**src/rtl/tc_pkg.sv**
```systemverilog
`timescale 1ns/1ps
package tc_pkg;
   // Source of the registered next-fetch address
   typedef enum logic [1:0] {
      NXT_NONE = 2'd0,
      NXT_FALL = 2'd1,
      NXT_TGT  = 2'd2
   } nxt_src_e;

   // Width needed to hold values 0..n
   function automatic int unsigned cnt_bits(input int unsigned n);
      int unsigned w;
      w = 1;
      while ((1 << w) <= n) w++;
      return w;
   endfunction
endpackage

```
**src/rtl/tc_line_decode.sv**
```systemverilog
`timescale 1ns/1ps
module tc_line_decode #(
   parameter int unsigned MAX_BR = 3,
   parameter int unsigned CNT_W  = 3
) (
   input  logic [CNT_W-1:0] br_cnt,
   input  logic             ends_br,
   output logic [CNT_W-1:0] cnt_eff,
   output logic             has_term,
   output logic [CNT_W-1:0] n_int,
   output logic [CNT_W-1:0] term_idx
);
   localparam logic [CNT_W-1:0] CNT_MAX = CNT_W'(MAX_BR);

   // Clamp the stored count to the number of prediction slots
   always_comb begin
      cnt_eff  = (br_cnt > CNT_MAX) ? CNT_MAX : br_cnt;
      has_term = ends_br && (cnt_eff != '0);
      n_int    = has_term ? cnt_eff - CNT_W'(1) : cnt_eff;
      term_idx = has_term ? cnt_eff - CNT_W'(1) : '0;
   end
endmodule

```
**src/rtl/tc_slot_chain.sv**
```systemverilog
`timescale 1ns/1ps
module tc_slot_chain #(
   parameter int unsigned MAX_BR = 3,
   parameter int unsigned CNT_W  = 3
) (
   input  logic [CNT_W-1:0]  n_int,
   input  logic [MAX_BR-1:0] mask,
   input  logic [MAX_BR-1:0] pred,
   output logic [CNT_W-1:0]  agree_len,
   output logic              all_agree
);
   logic [MAX_BR-1:0] slot_used;
   logic [MAX_BR-1:0] slot_ok;
   logic [MAX_BR:0]   prefix;

   assign prefix[0] = 1'b1;

   // One comparator per prediction slot; the prefix stops at the first disagreement
   for (genvar i = 0; i < MAX_BR; i++) begin : g_slot
      assign slot_used[i]  = (CNT_W'(i) < n_int);
      assign slot_ok[i]    = !slot_used[i] || (pred[i] == mask[i]);
      assign prefix[i+1]   = prefix[i] && slot_ok[i];
   end

   always_comb begin
      agree_len = '0;
      for (int k = 0; k < MAX_BR; k++) begin
         if (slot_used[k] && prefix[k+1]) agree_len = agree_len + CNT_W'(1);
      end
   end

   assign all_agree = prefix[MAX_BR];
endmodule

```
**src/rtl/tc_next_sel.sv**
```systemverilog
`timescale 1ns/1ps
module tc_next_sel
   import tc_pkg::*;
#(
   parameter int unsigned ADDR_W    = 32,
   parameter int unsigned MAX_BR    = 3,
   parameter int unsigned CNT_W     = 3,
   parameter int unsigned SEL_STYLE = 0   // 0: indexed select, 1: one-hot and-or
) (
   input  logic              hit,
   input  logic              has_term,
   input  logic [CNT_W-1:0]  term_idx,
   input  logic [MAX_BR-1:0] pred,
   input  logic [ADDR_W-1:0] fall_addr,
   input  logic [ADDR_W-1:0] tgt_addr,
   output logic [ADDR_W-1:0] next_addr,
   output nxt_src_e          src
);
   logic term_taken;

   if (SEL_STYLE == 0) begin : g_idx
      always_comb begin
         term_taken = 1'b0;
         for (int k = 0; k < MAX_BR; k++) begin
            if (term_idx == CNT_W'(k)) term_taken = pred[k];
         end
      end
   end else begin : g_onehot
      logic [MAX_BR-1:0] sel_oh;
      for (genvar i = 0; i < MAX_BR; i++) begin : g_dec
         assign sel_oh[i] = (term_idx == CNT_W'(i));
      end
      assign term_taken = |(sel_oh & pred);
   end

   always_comb begin
      if (!hit)                        src = NXT_NONE;
      else if (has_term && term_taken) src = NXT_TGT;
      else                             src = NXT_FALL;
      unique case (src)
         NXT_TGT:  next_addr = tgt_addr;
         NXT_FALL: next_addr = fall_addr;
         default:  next_addr = '0;
      endcase
   end
endmodule

```
**src/rtl/tc_hit_next.sv**
```systemverilog
`timescale 1ns/1ps
module tc_hit_next
   import tc_pkg::*;
#(
   parameter int unsigned ADDR_W    = 32,
   parameter int unsigned MAX_BR    = 3,
   parameter int unsigned CNT_W     = 3,
   parameter int unsigned SEL_STYLE = 0,
   localparam int unsigned BLK_W    = cnt_bits(MAX_BR + 1)
) (
   input  logic              clk,
   input  logic              rst_n,
   input  logic              fetch_valid,
   input  logic [ADDR_W-1:0] fetch_addr,
   input  logic              line_valid,
   input  logic [ADDR_W-1:0] line_tag,
   input  logic [CNT_W-1:0]  line_br_cnt,
   input  logic [MAX_BR-1:0] line_mask,
   input  logic              line_ends_br,
   input  logic [ADDR_W-1:0] line_fall_addr,
   input  logic [ADDR_W-1:0] line_tgt_addr,
   input  logic [MAX_BR-1:0] pred_taken,
   output logic              out_valid,
   output logic              out_hit,
   output logic [BLK_W-1:0]  out_blocks,
   output logic [ADDR_W-1:0] out_next_addr,
   output logic              out_ic_req,
   output logic [ADDR_W-1:0] out_ic_addr
);
   // Elaboration-time parameter checks
   if (MAX_BR < 1 || MAX_BR > 8) begin : g_bad_maxbr
      $error("tc_hit_next: MAX_BR must be 1..8");
   end
   if (CNT_W < cnt_bits(MAX_BR)) begin : g_bad_cntw
      $error("tc_hit_next: CNT_W too narrow for MAX_BR");
   end
   if (ADDR_W < 2) begin : g_bad_addrw
      $error("tc_hit_next: ADDR_W must be at least 2");
   end
   if (SEL_STYLE > 1) begin : g_bad_style
      $error("tc_hit_next: SEL_STYLE must be 0 or 1");
   end

   logic [CNT_W-1:0]  cnt_eff, n_int, term_idx, agree_len;
   logic              has_term, all_agree, tag_hit, hit_c;
   logic [ADDR_W-1:0] next_c;
   nxt_src_e          src_c;

   tc_line_decode #(.MAX_BR(MAX_BR), .CNT_W(CNT_W)) u_dec (
      .br_cnt   (line_br_cnt),
      .ends_br  (line_ends_br),
      .cnt_eff  (cnt_eff),
      .has_term (has_term),
      .n_int    (n_int),
      .term_idx (term_idx)
   );

   tc_slot_chain #(.MAX_BR(MAX_BR), .CNT_W(CNT_W)) u_chain (
      .n_int     (n_int),
      .mask      (line_mask),
      .pred      (pred_taken),
      .agree_len (agree_len),
      .all_agree (all_agree)
   );

   assign tag_hit = line_valid && (fetch_addr == line_tag);
   assign hit_c   = tag_hit && all_agree;

   tc_next_sel #(
      .ADDR_W(ADDR_W), .MAX_BR(MAX_BR), .CNT_W(CNT_W), .SEL_STYLE(SEL_STYLE)
   ) u_sel (
      .hit       (hit_c),
      .has_term  (has_term),
      .term_idx  (term_idx),
      .pred      (pred_taken),
      .fall_addr (line_fall_addr),
      .tgt_addr  (line_tgt_addr),
      .next_addr (next_c),
      .src       (src_c)
   );

   // Output stage
   always_ff @(posedge clk) begin
      if (!rst_n || !fetch_valid) begin
         out_valid     <= 1'b0;
         out_hit       <= 1'b0;
         out_blocks    <= '0;
         out_next_addr <= '0;
         out_ic_req    <= 1'b0;
         out_ic_addr   <= '0;
      end else begin
         out_valid     <= 1'b1;
         out_hit       <= hit_c;
         out_blocks    <= tag_hit ? BLK_W'(agree_len) + BLK_W'(1) : '0;
         out_next_addr <= next_c;
         out_ic_req    <= !hit_c;
         out_ic_addr   <= hit_c ? '0 : fetch_addr;
      end
   end

   // a sampled fetch produces a valid result on the next cycle
   a_r2_valid_follows: assert property (@(posedge clk) disable iff (!rst_n)
      fetch_valid |=> out_valid);

   // idle cycles leave the outputs quiet
   a_r2_idle_quiet: assert property (@(posedge clk) disable iff (!rst_n)
      !fetch_valid |=> (!out_valid && !out_hit && !out_ic_req));

   // no hit and no blocks without a valid tag match
   a_r3_tag_needed: assert property (@(posedge clk) disable iff (!rst_n)
      (fetch_valid && !(line_valid && fetch_addr == line_tag))
      |=> (!out_hit && out_blocks == '0));

   // a hit always supplies at least the first block
   a_r5_blocks_on_hit: assert property (@(posedge clk) disable iff (!rst_n)
      out_hit |-> (out_blocks != '0));

   // without a terminal branch, a hit continues at the fall-through address
   a_r8_fall_no_term: assert property (@(posedge clk) disable iff (!rst_n)
      (fetch_valid && !line_ends_br)
      |=> (!out_hit || out_next_addr == $past(line_fall_addr)));

   // every valid fetch is either a hit or an instruction-cache request
   a_r9_hit_xor_req: assert property (@(posedge clk) disable iff (!rst_n)
      fetch_valid |=> (out_hit != out_ic_req));

   // a miss forwards the sampled fetch address
   a_r9_ic_addr: assert property (@(posedge clk) disable iff (!rst_n)
      fetch_valid |=> (!out_ic_req || out_ic_addr == $past(fetch_addr)));
endmodule

```
**config.mk**
```make
export PLATFORM = sky130hd
export DESIGN_NAME = tc_hit_next
export DESIGN_NICKNAME = d
export VERILOG_FILES = /design/src/rtl/tc_pkg.sv /design/src/rtl/tc_line_decode.sv /design/src/rtl/tc_slot_chain.sv /design/src/rtl/tc_next_sel.sv /design/src/rtl/tc_hit_next.sv
export SDC_FILE = /design/constraint.sdc
export NUM_CORES = 1
export LEC_CHECK = 0
export BUFFER_PORTS_ARGS = -buffer_cell sky130_fd_sc_hd__buf_2
export CAP_MARGIN = 20
export CORE_ASPECT_RATIO = 2
export CORE_MARGIN = 3
export CORE_UTILIZATION = 38
export DETAILED_ROUTE_END_ITERATION = 8
export GPL_TIMING_DRIVEN = 0
export PLACE_DENSITY_LB_ADDON = 0.05
export SLEW_MARGIN = 40
export SYNTH_ARGS = -nofsm -noshare
export SYNTH_HDL_FRONTEND = slang
export SYNTH_SLANG_ARGS = --single-unit
```
**constraint.sdc**
```tcl
create_clock -name clk -period 2.9 [get_ports clk]
set_input_delay 0.58 -clock clk [delete_from_list [all_inputs] [get_ports clk]]
set_output_delay 0.58 -clock clk [all_outputs]
set_load 0.01 [all_outputs]
```
==> results.yml, run 1 <==
outcome:
  status: "finished, final reports clean"
global_route:
  grt_first_pass_wirelength_mm: 15.4
  globalRouteOverflowTotal: 0
  antenna_found_initial: 1
  grt_usage_pct: 20.7
  first_global_vias: 3316
  largest_net_degree_at_the_start_of_global_routing: 13
detailed_routing:
  wirelength_mm: 9.91
  first_pass_iters: 4
  routed-via-count: 3144
  drtAntennaViolNets: 0
  drc_errors_left: 0
  wl_per_cell_microns: 15.3
  avgViaCountPerCell: 4.85
  drt_first_iter_violations: 96
logic_synthesis:
  postSynthNetCount: 470
  syn_avg_cell_area_sq_um: 9.78
  seq_area_frac_synth_pct: 44.5
  synth-edff-count: 0
  synth_top_flop_cell: "dfxtp_1"
  yosysUniqueCellTypes: 41
  yosys_warnings: 0
  async_flop_share_pct: 0
  synth_top_area_share_pct: 44.5
  ys_ff_latch: 70
  cell_types_occupying_the_most_area_after_synthesis: "dfxtp_1 (45%), mux2i_1 (10%), nor3_2 (8.6%), xor2_1 (5.6%), a21oi_1 (4.9%)"
  mapped_area_sq_um: 3150
  netlist_top_cells_count: "dfxtp_1 (70), nand2_1 (33), mux2i_1 (32), a21oi_1 (31), nor3_2 (27)"
  synth_area_leader_cell: "dfxtp_1"
  yosysMostFrequentCell: "dfxtp_1"
  synthesis.instances: 322
worst_setup_path:
  crit_required_ns: 3.16
  crit_family: "simple AND/OR/NAND/NOR gates"
  critical_path.cell_chain: "buf_2, nor2_4, ha_4, ha_4, nand4b_1, o31ai_4, or3_4, inv_2, ha_4, xor2_1, ha_2, or4_1, a21oi_2"
  worst_ep_arrival_time_ns: 3.06
  setup.worst_path.start_class: "input pin"
  critPathMaxFanout: 4
  crit_slowest_cell: "or4_1"
  critical_path_class: "in -> reg"
  crit_path_max_incr_delay_ns: 0.41
  worst-path-buf-inv: 2
  critPathCaptureType: "register"
  most_frequent_cell_on_the_critical_path: "ha_4"
floorplanning:
  die_h_microns: 135
  core.rowCount: 46
  io_pins: 212
  die_area_sq_um: 9480
  dieWidth_microns: 70.4
  initial_core_util_pct: 39.3
  design.core.area_sq_um: 8000
hold_path:
  hold_path_class: "in -> reg"
job:
  max-cap-violations: 0
cts:
  tritoncts: "yes"
  postCtsHoldBufs: 0
  clk_pin_slew_worst_paths_ns: 0.06
  ctsRootBufferMaster: "clkbuf_16"
  clock_tree.htree_level_count: 3
  cts_num_sinks: 70
  cts_buffer_depth: 2
  clock_buffer_count_from_cts: 9
finish:
  sequential_cell_area_sq_um: 1400
  layout_cell_share_with_drive_strength_beyond_1_pct: 52.5
  filler_cell_count: 758
  multiInputGateArea_sq_um: 1720
  post-route-cell-area_sq_um: 4770
  nets: 695
  area_growth_syn_to_layout_pct: 51.4
sta:
  slew_viol_final: 0
  final-hold-violation-count: 0
  setup_viol_count_final: 0
  postLayoutSetupSlackWorst_ns: 0.0935
  finalCritPeriodShare_pct: 96.8
  maxClockFrequency_ghz: 0.356
  setup_tns_ns: 0
  max-slew-margin-rel_pct: 64.4
  finalCriticalPeriod_ns: 2.81
  max_slew.worst_pin.slew_ns: 0.530
power:
  powerDensity_nw_per_um2: 521
  irDropWorstVdd_mv: 0.346
  static-leakage-power_nw: 2.26
  design_power_total_mw: 2.48
placement:
  preCtsSetupSlack_ns: -0.572
  buffer_ports.inserted: 211
  post_place_cell_area_sq_um: 4410
  gp_congestion: 0.760
  dpl.hpwl_mm: 8.16
-- final cells by class --
type                            instances  share of cell area (%)
Multi-Input combinational cell        220                    36.0
Buffer                                 20                    2.36
Inverter                               12                   0.945
Clock inverter                          6                    1.34
Tap cell                               96                    2.52
Sequential cell                        70                    29.4
Antenna cell                            1                  0.0525
Timing Repair Buffer                  214                    22.6
Clock buffer                            9                    4.72
-- cell usage in the layout, fill, tap and decap left out, drive strengths merged, types with 2 or more instances in the layout --
cell and n:
buf 220, mux2i 32, xnor2 8, nand2b 6, inv 12, clkinvlp 2
clkbuf 23, o31ai 3, nand4 2, o21ai 5, nor3 33, or4 4
nor4 5, dfxtp 70, clkinv 3, a21oi 31, xor2 20, ha 6
nor2 9, nand2 33, a211oi 5
-- where the power goes --
group | internal (mW) | switching (mW)
Sequential | 0.981 | 0.00418
Clock | 0.658 | 0.403
Combinational | 0.197 | 0.240
-- cells by family (layout without fill, tap and decap cells) --
family          Yosys count  in the layout  share of synthesized area [%]
simple gates             98             98                           19.6
compound gates           54             54                           10.4
buf+inv                  32            261                           4.65
fa+ha+maj                 6              6                           2.38
xor+xnor                 28             28                           7.79
flops                    70             70                           44.5
other cells               1              2                          0.119
mux                      33             33                           10.5
-- sequential cells by signal, indices dropped and copies added, names as in the netlist --
| register | flops |
|---|---|
| out_next_addr | 32 |
| out_blocks | 3 |
| out_ic_req | 1 |
| out_ic_addr | 32 |
| out_valid | 1 |
| out_hit | 1 |
-- final timing paths --
| kind | startpoint | to | slack, ns | cells past startpoint |
|---|---|---|---|---|
| worst min-delay path | fetch_addr[16] | out_ic_addr[16]$_SDFF_PP0_ | 0.48 | 3 |
| worst max-delay path | line_br_cnt[2] | out_blocks[2]$_SDFF_PP0_ | 0.09 | 13 |
-- routing by layer --
metal | track usage, % | vias up | part of all wire, %
li1 | - | 1575 | -
met1 | 18.5 | 1419 | 32
met2 | 41.5 | 135 | 59
met3 | 5.44 | 15 | 7.4
met4 | 8.85 | 0 | 2.2
met5 | 0 | - | 0
-- metrics by stage --
stage               hold WS [ns]  cells  util (%)
CTS                        0.471    644      58.8
detailed placement         0.824    629      55.1
global placement           0.819    629      55.1
global route               0.482    648      59.6
finish                     0.484    648      59.6
floorplan                  0.696    322         -
-- repair_timing --
item,4_1_cts,5_1_grt
endpoints found under the setup margin,60,63
setup buffers,0,3
pin swaps,0,4
resized for setup,7,12
(Power assumes the default switching activity.)
==> run 2, diff against run 1 <==
--- a/config.mk
+++ b/config.mk
@@ -6,10 +6,9 @@
 export NUM_CORES = 1
 export LEC_CHECK = 0
 export BUFFER_PORTS_ARGS = -buffer_cell sky130_fd_sc_hd__buf_2
-export CAP_MARGIN = 20
 export CORE_ASPECT_RATIO = 2
 export CORE_MARGIN = 3
-export CORE_UTILIZATION = 38
+export CORE_UTILIZATION = 42
 export DETAILED_ROUTE_END_ITERATION = 8
 export GPL_TIMING_DRIVEN = 0
 export PLACE_DENSITY_LB_ADDON = 0.05
==> constraint.sdc (replaced) <==
create_clock -name clk -period 2.8 [get_ports clk]
set_input_delay 0.56 -clock clk [delete_from_list [all_inputs] [get_ports clk]]
set_output_delay 0.56 -clock clk [all_outputs]
set_load 0.01 [all_outputs]
==> results.yml, run 2 (synthesis gave the netlist of run 1 again) <==
finish:
  layout_cell_share_with_drive_strength_beyond_1_pct: 53.0
  antennaDiodeCount: 0
  nets: 696
  post-route-util_pct: 66.4
  area_growth_syn_to_layout_pct: 53.3
  top_regs: "out_ic_addr x32, out_next_addr x32, out_blocks x3"
  commonest_non_fill_non_tap_cell_in_the_layout: "buf_2"
  final_cell_mix: "buf_2 (209), dfxtp_1 (70), nand2_1 (33)"
sta:
  finalCriticalPeriod_ns: 2.79
  max-slew-margin-rel_pct: 63.6
  maxClockFrequency_ghz: 0.359
  finalCritPeriodShare_pct: 99.5
  slew_viol_final: 0
  unrepaired_setup_endpoints_after_global_routing: "true"
  final-hold-violation-count: 0
  setup_viol_count_final: 0
  max_slew.worst_pin.slew_ns: 0.542
power:
  clk_pwr_share_pct: 41.2
  design_power_total_mw: 2.53
  irDropWorstVdd_mv: 0.403
  intPower_mw: 1.85
  powerDensity_nw_per_um2: 524
  power.combinational.fraction_pct: 18.5
  net-switching-power_mw: 0.676
  seq_power_share_pct: 40.4
  static-leakage-power_nw: 2.27
  netSwitchingFraction_pct: 26.7
floorplanning:
  die_area_sq_um: 8630
  die_h_microns: 128
  design.core.area_sq_um: 7270
  dieWidth_microns: 67.2
  initial_core_util_pct: 43.3
  core.rowCount: 44
  io_pins: 212
worst_setup_path:
  setup.worst_path.start_class: "input pin"
  critPathCaptureType: "register"
  critPathMaxFanout: 4
  crit_required_ns: 3.07
  critical_path_class: "in -> reg"
  worst_ep_arrival_time_ns: 3.05
cts:
  clk_pin_slew_worst_paths_ns: 0.06
  clock_buffer_count_from_cts: 9
  postCtsHoldBufs: 0
  cts_num_sinks: 70
  ctsRootBufferMaster: "clkbuf_16"
  clock_tree.htree_level_count: 3
  cts_buffer_depth: 2
  tritoncts: "yes"
job:
  max-cap-violations: 0
detailed_routing:
  wirelength_mm: 9.56
  drt_first_iter_violations: 54
  drtAntennaViolNets: 0
  first_pass_iters: 3
  drc_errors_left: 0
  wl_per_cell_microns: 14.8
  routed-via-count: 3120
  avgViaCountPerCell: 4.84
global_route:
  largest_net_degree_at_the_start_of_global_routing: 13
  globalRouteOverflowTotal: 0
  antenna_found_initial: 0
  first_global_vias: 3147
  grt_first_pass_wirelength_mm: 14.1
  grt_usage_pct: 21.9
hold_path:
  holdPathStages: 3
  hp-start: "fetch_addr[8]"
  hold_end: "out_ic_addr[8]$_SDFF_PP0_"
  hold_path_class: "in -> reg"
placement:
  buffer_ports.inserted: 211
  dpl.hpwl_mm: 7.73
  gp_congestion: 0.838
outcome:
  status: "finished, final reports clean"
[run 2: area by class of cell]
cell class	count	area (sq um)
buffer	20	113
clock buffer	11	243
clock inverter	5	35.0
fill	681	2440
inverter	12	47.5
multi-input combinational	220	1750
sequential	70	1400
tap	92	115
timing repair buffer	215	1120
[run 2: critical path: stages]
cell	delay, ns
buf_12	0.11
nor2_4	0.13
ha_4	0.16
ha_4	0.20
nand4b_1	0.15
o31ai_4	0.11
or3_4	0.41
inv_2	0.07
ha_4	0.20
xor2_1	0.16
ha_2	0.19
or4_4	0.43
a21oi_2	0.15
[run 2: how the worst max path moves through the flow]
stage / start / endpoint / slack, ns / depth (start not counted)
floorplan: line_br_cnt[0] / out_next_addr[13]$_SDFF_PN0_ / -0.02 / 12
global placement: line_br_cnt[2] / out_next_addr[15]$_SDFF_PN0_ / -0.59 / 13
detailed placement: line_br_cnt[2] / out_next_addr[21]$_SDFF_PN0_ / -0.68 / 13
CTS: line_br_cnt[2] / out_blocks[2]$_SDFF_PP0_ / 0.006 / 14
global route: line_br_cnt[2] / out_blocks[2]$_SDFF_PP0_ / -0.09 / 13
finish: line_br_cnt[2] / out_blocks[2]$_SDFF_PP0_ / 0.01 / 13
[run 2: repair_timing]
action | in CTS | in global routing
resized for setup | 15 | 15
buffers inserted | 0 | 4
setup endpoints to repair | 62 | 31
pin swaps | 2 | 5
[run 2: layer usage]
metal | track usage [%] | wire length [microns] | vias to the layer above | part of all wire (%)
li1 | - | - | 1574 | -
met1 | 18.9 | 2950 | 1405 | 31
met2 | 43.5 | 5660 | 128 | 59
met3 | 6.72 | 757 | 13 | 7.9
met4 | 8.73 | 191 | 0 | 2.0
met5 | 0 | 0 | - | 0
[run 2: power by group through the flow]
stage / Sequential [mW] / Clock (mW) / Combinational [mW]
after detailed placement: 1.04 / 0 / 0.432
after floorplan: 1.05 / 0 / 0.230
final: 1.02 / 1.04 / 0.467
after global placement: 1.04 / 0 / 0.424
after global routing: 1.02 / 1.10 / 0.514
after CTS: 1.02 / 1.06 / 0.448
[run 2: per-stage QoR]
step | instance area (sq um) | hold slack [ns] | setup TNS [ns] | setup WS, ns | cells
after floorplan | 3230 | 0.676 | -0.428 | -0.0167 | 322
after global placement | 4400 | 0.799 | -27.29 | -0.590 | 625
after detailed placement | 4400 | 0.804 | -32.31 | -0.677 | 625
after CTS | 4720 | 0.459 | 0 | 0.00642 | 641
after global routing | 4820 | 0.465 | -0.0873 | -0.0873 | 645
final | 4820 | 0.462 | 0 | 0.0137 | 645
==> run 3, diff against run 2 <==
--- a/config.mk
+++ b/config.mk
@@ -10,7 +10,6 @@
 export CORE_MARGIN = 3
 export CORE_UTILIZATION = 42
 export DETAILED_ROUTE_END_ITERATION = 8
-export GPL_TIMING_DRIVEN = 0
 export PLACE_DENSITY_LB_ADDON = 0.05
 export SLEW_MARGIN = 40
 export SYNTH_ARGS = -nofsm -noshare
==> results.yml, run 3 (synthesis gave the netlist of run 1 again) <==
power:
  design_power_total_mw: 2.51
  irDropWorstVdd_mv: 0.427
  static-leakage-power_nw: 2.33
  powerDensity_nw_per_um2: 514
detailed_routing:
  drc_errors_left: 0
  wl_per_cell_microns: 15.1
  drt_first_iter_violations: 127
  drtAntennaViolNets: 0
  routed-via-count: 3162
  avgViaCountPerCell: 4.89
  first_pass_iters: 4
  wirelength_mm: 9.73
global_route:
  grt_usage_pct: 22.2
  antenna_found_initial: 0
  first_global_vias: 3094
  largest_net_degree_at_the_start_of_global_routing: 37
  grt_first_pass_wirelength_mm: 14.3
  globalRouteOverflowTotal: 0
worst_setup_path:
  worst_ep_arrival_time_ns: 2.99
  worst-path-buf-inv: 2
  critPathMaxFanout: 3
  critPathLaunch: "line_br_cnt[2]"
  most_frequent_cell_on_the_critical_path: "ha_4"
  crit_required_ns: 3.06
  crit_family: "simple AND/OR/NAND/NOR gates"
  setup.worst_path.start_class: "input pin"
  critPathCaptureType: "register"
  crit_slowest_cell: "or4_4"
  critical_path_class: "in -> reg"
  path_depth: 13
  crit_path_max_incr_delay_ns: 0.41
  critical_path.cell_chain: "buf_2, nor2_4, ha_4, ha_4, nand4b_1, o31ai_4, or3_4, inv_2, ha_4, xor2_1, ha_2, or4_4, a21oi_2"
  crit_path_end: "out_blocks[2]$_SDFF_PP0_"
finish:
  multiInputGateArea_sq_um: 1750
  layout_cell_share_with_drive_strength_beyond_1_pct: 54.3
  sequential_cell_area_sq_um: 1400
  commonest_non_fill_non_tap_cell_in_the_layout: "buf_2"
  nets: 699
  final_cell_mix: "buf_2 (211), dfxtp_1 (70), nand2_1 (33)"
  area_growth_syn_to_layout_pct: 55.0
  filler_cell_count: 656
  antennaDiodeCount: 0
  top_regs: "out_ic_addr x32, out_next_addr x32, out_blocks x3"
sta:
  maxClockFrequency_ghz: 0.366
  setup_viol_count_final: 0
  slew_viol_final: 0
  final-hold-violation-count: 0
  max_slew.worst_pin.slew_ns: 0.505
  finalCritPeriodShare_pct: 97.7
  finalCriticalPeriod_ns: 2.73
  postLayoutSetupSlackWorst_ns: 0.0654
  max-slew-margin-rel_pct: 66.1
floorplanning:
  dieWidth_microns: 67.2
  initial_core_util_pct: 43.3
  die_area_sq_um: 8630
  die_h_microns: 128
  design.core.area_sq_um: 7270
  core.rowCount: 44
  io_pins: 212
cts:
  clock_tree.htree_level_count: 3
  cts_num_sinks: 70
  clock_buffer_count_from_cts: 9
  cts_buffer_depth: 2
  ctsRootBufferMaster: "clkbuf_16"
  postCtsHoldBufs: 0
  clk_pin_slew_worst_paths_ns: 0.05
  tritoncts: "yes"
placement:
  preCtsSetupSlack_ns: -0.415
  gp_congestion: 0.821
  dpl.hpwl_mm: 7.60
  buffer_ports.inserted: 211
job:
  max-cap-violations: 0
outcome:
  status: "finished, final reports clean"
hold_path:
  hold_path_class: "in -> reg"
run 3: changes by cell type in the layout (fill, tap and decap cells not counted), moves of 4 or more:
cell / before / now
buf_4: 4 / 22
clkbuf_2: 9 / 0
buf_6: 4 / 0
clkbuf_1: 8 / 2
run 3: routing by layer:
| layer | vias to the layer above | wire length, microns | global-route usage [%] |
|---|---|---|---|
| met5 | - | 0 | 0 |
| met4 | 0 | 136 | 8.73 |
| met3 | 12 | 750 | 5.85 |
| met2 | 136 | 5650 | 42.3 |
| met1 | 1441 | 3200 | 21.6 |
| li1 | 1573 | - | - |
run 3: layout make-up:
cell class | instances | area share, %
Inverter | 12 | 0.923
Clock inverter | 2 | 0.205
Timing Repair Buffer | 238 | 26.9
Clock buffer | 12 | 5.05
Tap cell | 92 | 2.36
Sequential cell | 70 | 28.7
Multi-Input combinational cell | 220 | 35.9
run 3: worst min-delay path, cell delays in order:
cell and delay [ns]:
buf_2 0.11, nand2_1 0.05, a21oi_1 0.03
run 3: worst min path at each step:
stage | start | endpoint | slack [ns] | cells past startpoint
5_1_grt | fetch_addr[25] | out_ic_addr[25]$_SDFF_PP0_ | 0.46 | 3
3_5_place_dp | fetch_addr[27] | out_ic_addr[27]$_SDFF_PP0_ | 0.80 | 3
6_report | fetch_addr[27] | out_ic_addr[27]$_SDFF_PP0_ | 0.47 | 3
2_1_floorplan | fetch_addr[0] | out_ic_addr[0]$_SDFF_PP0_ | 0.68 | 2
3_3_place_gp | fetch_addr[28] | out_ic_addr[28]$_SDFF_PP0_ | 0.80 | 3
4_1_cts | fetch_addr[27] | out_ic_addr[27]$_SDFF_PP0_ | 0.45 | 3
run 3: timing repair:
action	in CTS	in global routing
endpoints found under the setup margin	1	1
endpoints found under the hold margin	0	0
setup buffers	0	1
resized for setup	4	3
pin swaps	0	3
run 3: per-stage QoR:
step | TNS (ns) | cells | hold WS, ns | instance area, sq um | utilization (%)
after floorplan | -0.428 | 322 | 0.676 | 3230 | -
after global placement | -13.92 | 629 | 0.798 | 4550 | 62.6
after detailed placement | -6.43 | 631 | 0.802 | 4580 | 63.0
after CTS | 0 | 645 | 0.453 | 4850 | 66.8
after global routing | -0.0219 | 646 | 0.462 | 4880 | 67.1
final | 0 | 646 | 0.467 | 4880 | 67.1
run 3: where the power goes:
group	internal [mW]	switching, mW
Sequential	1.02	0.00461
Clock	0.610	0.387
Combinational	0.236	0.255
Total	1.86	0.647
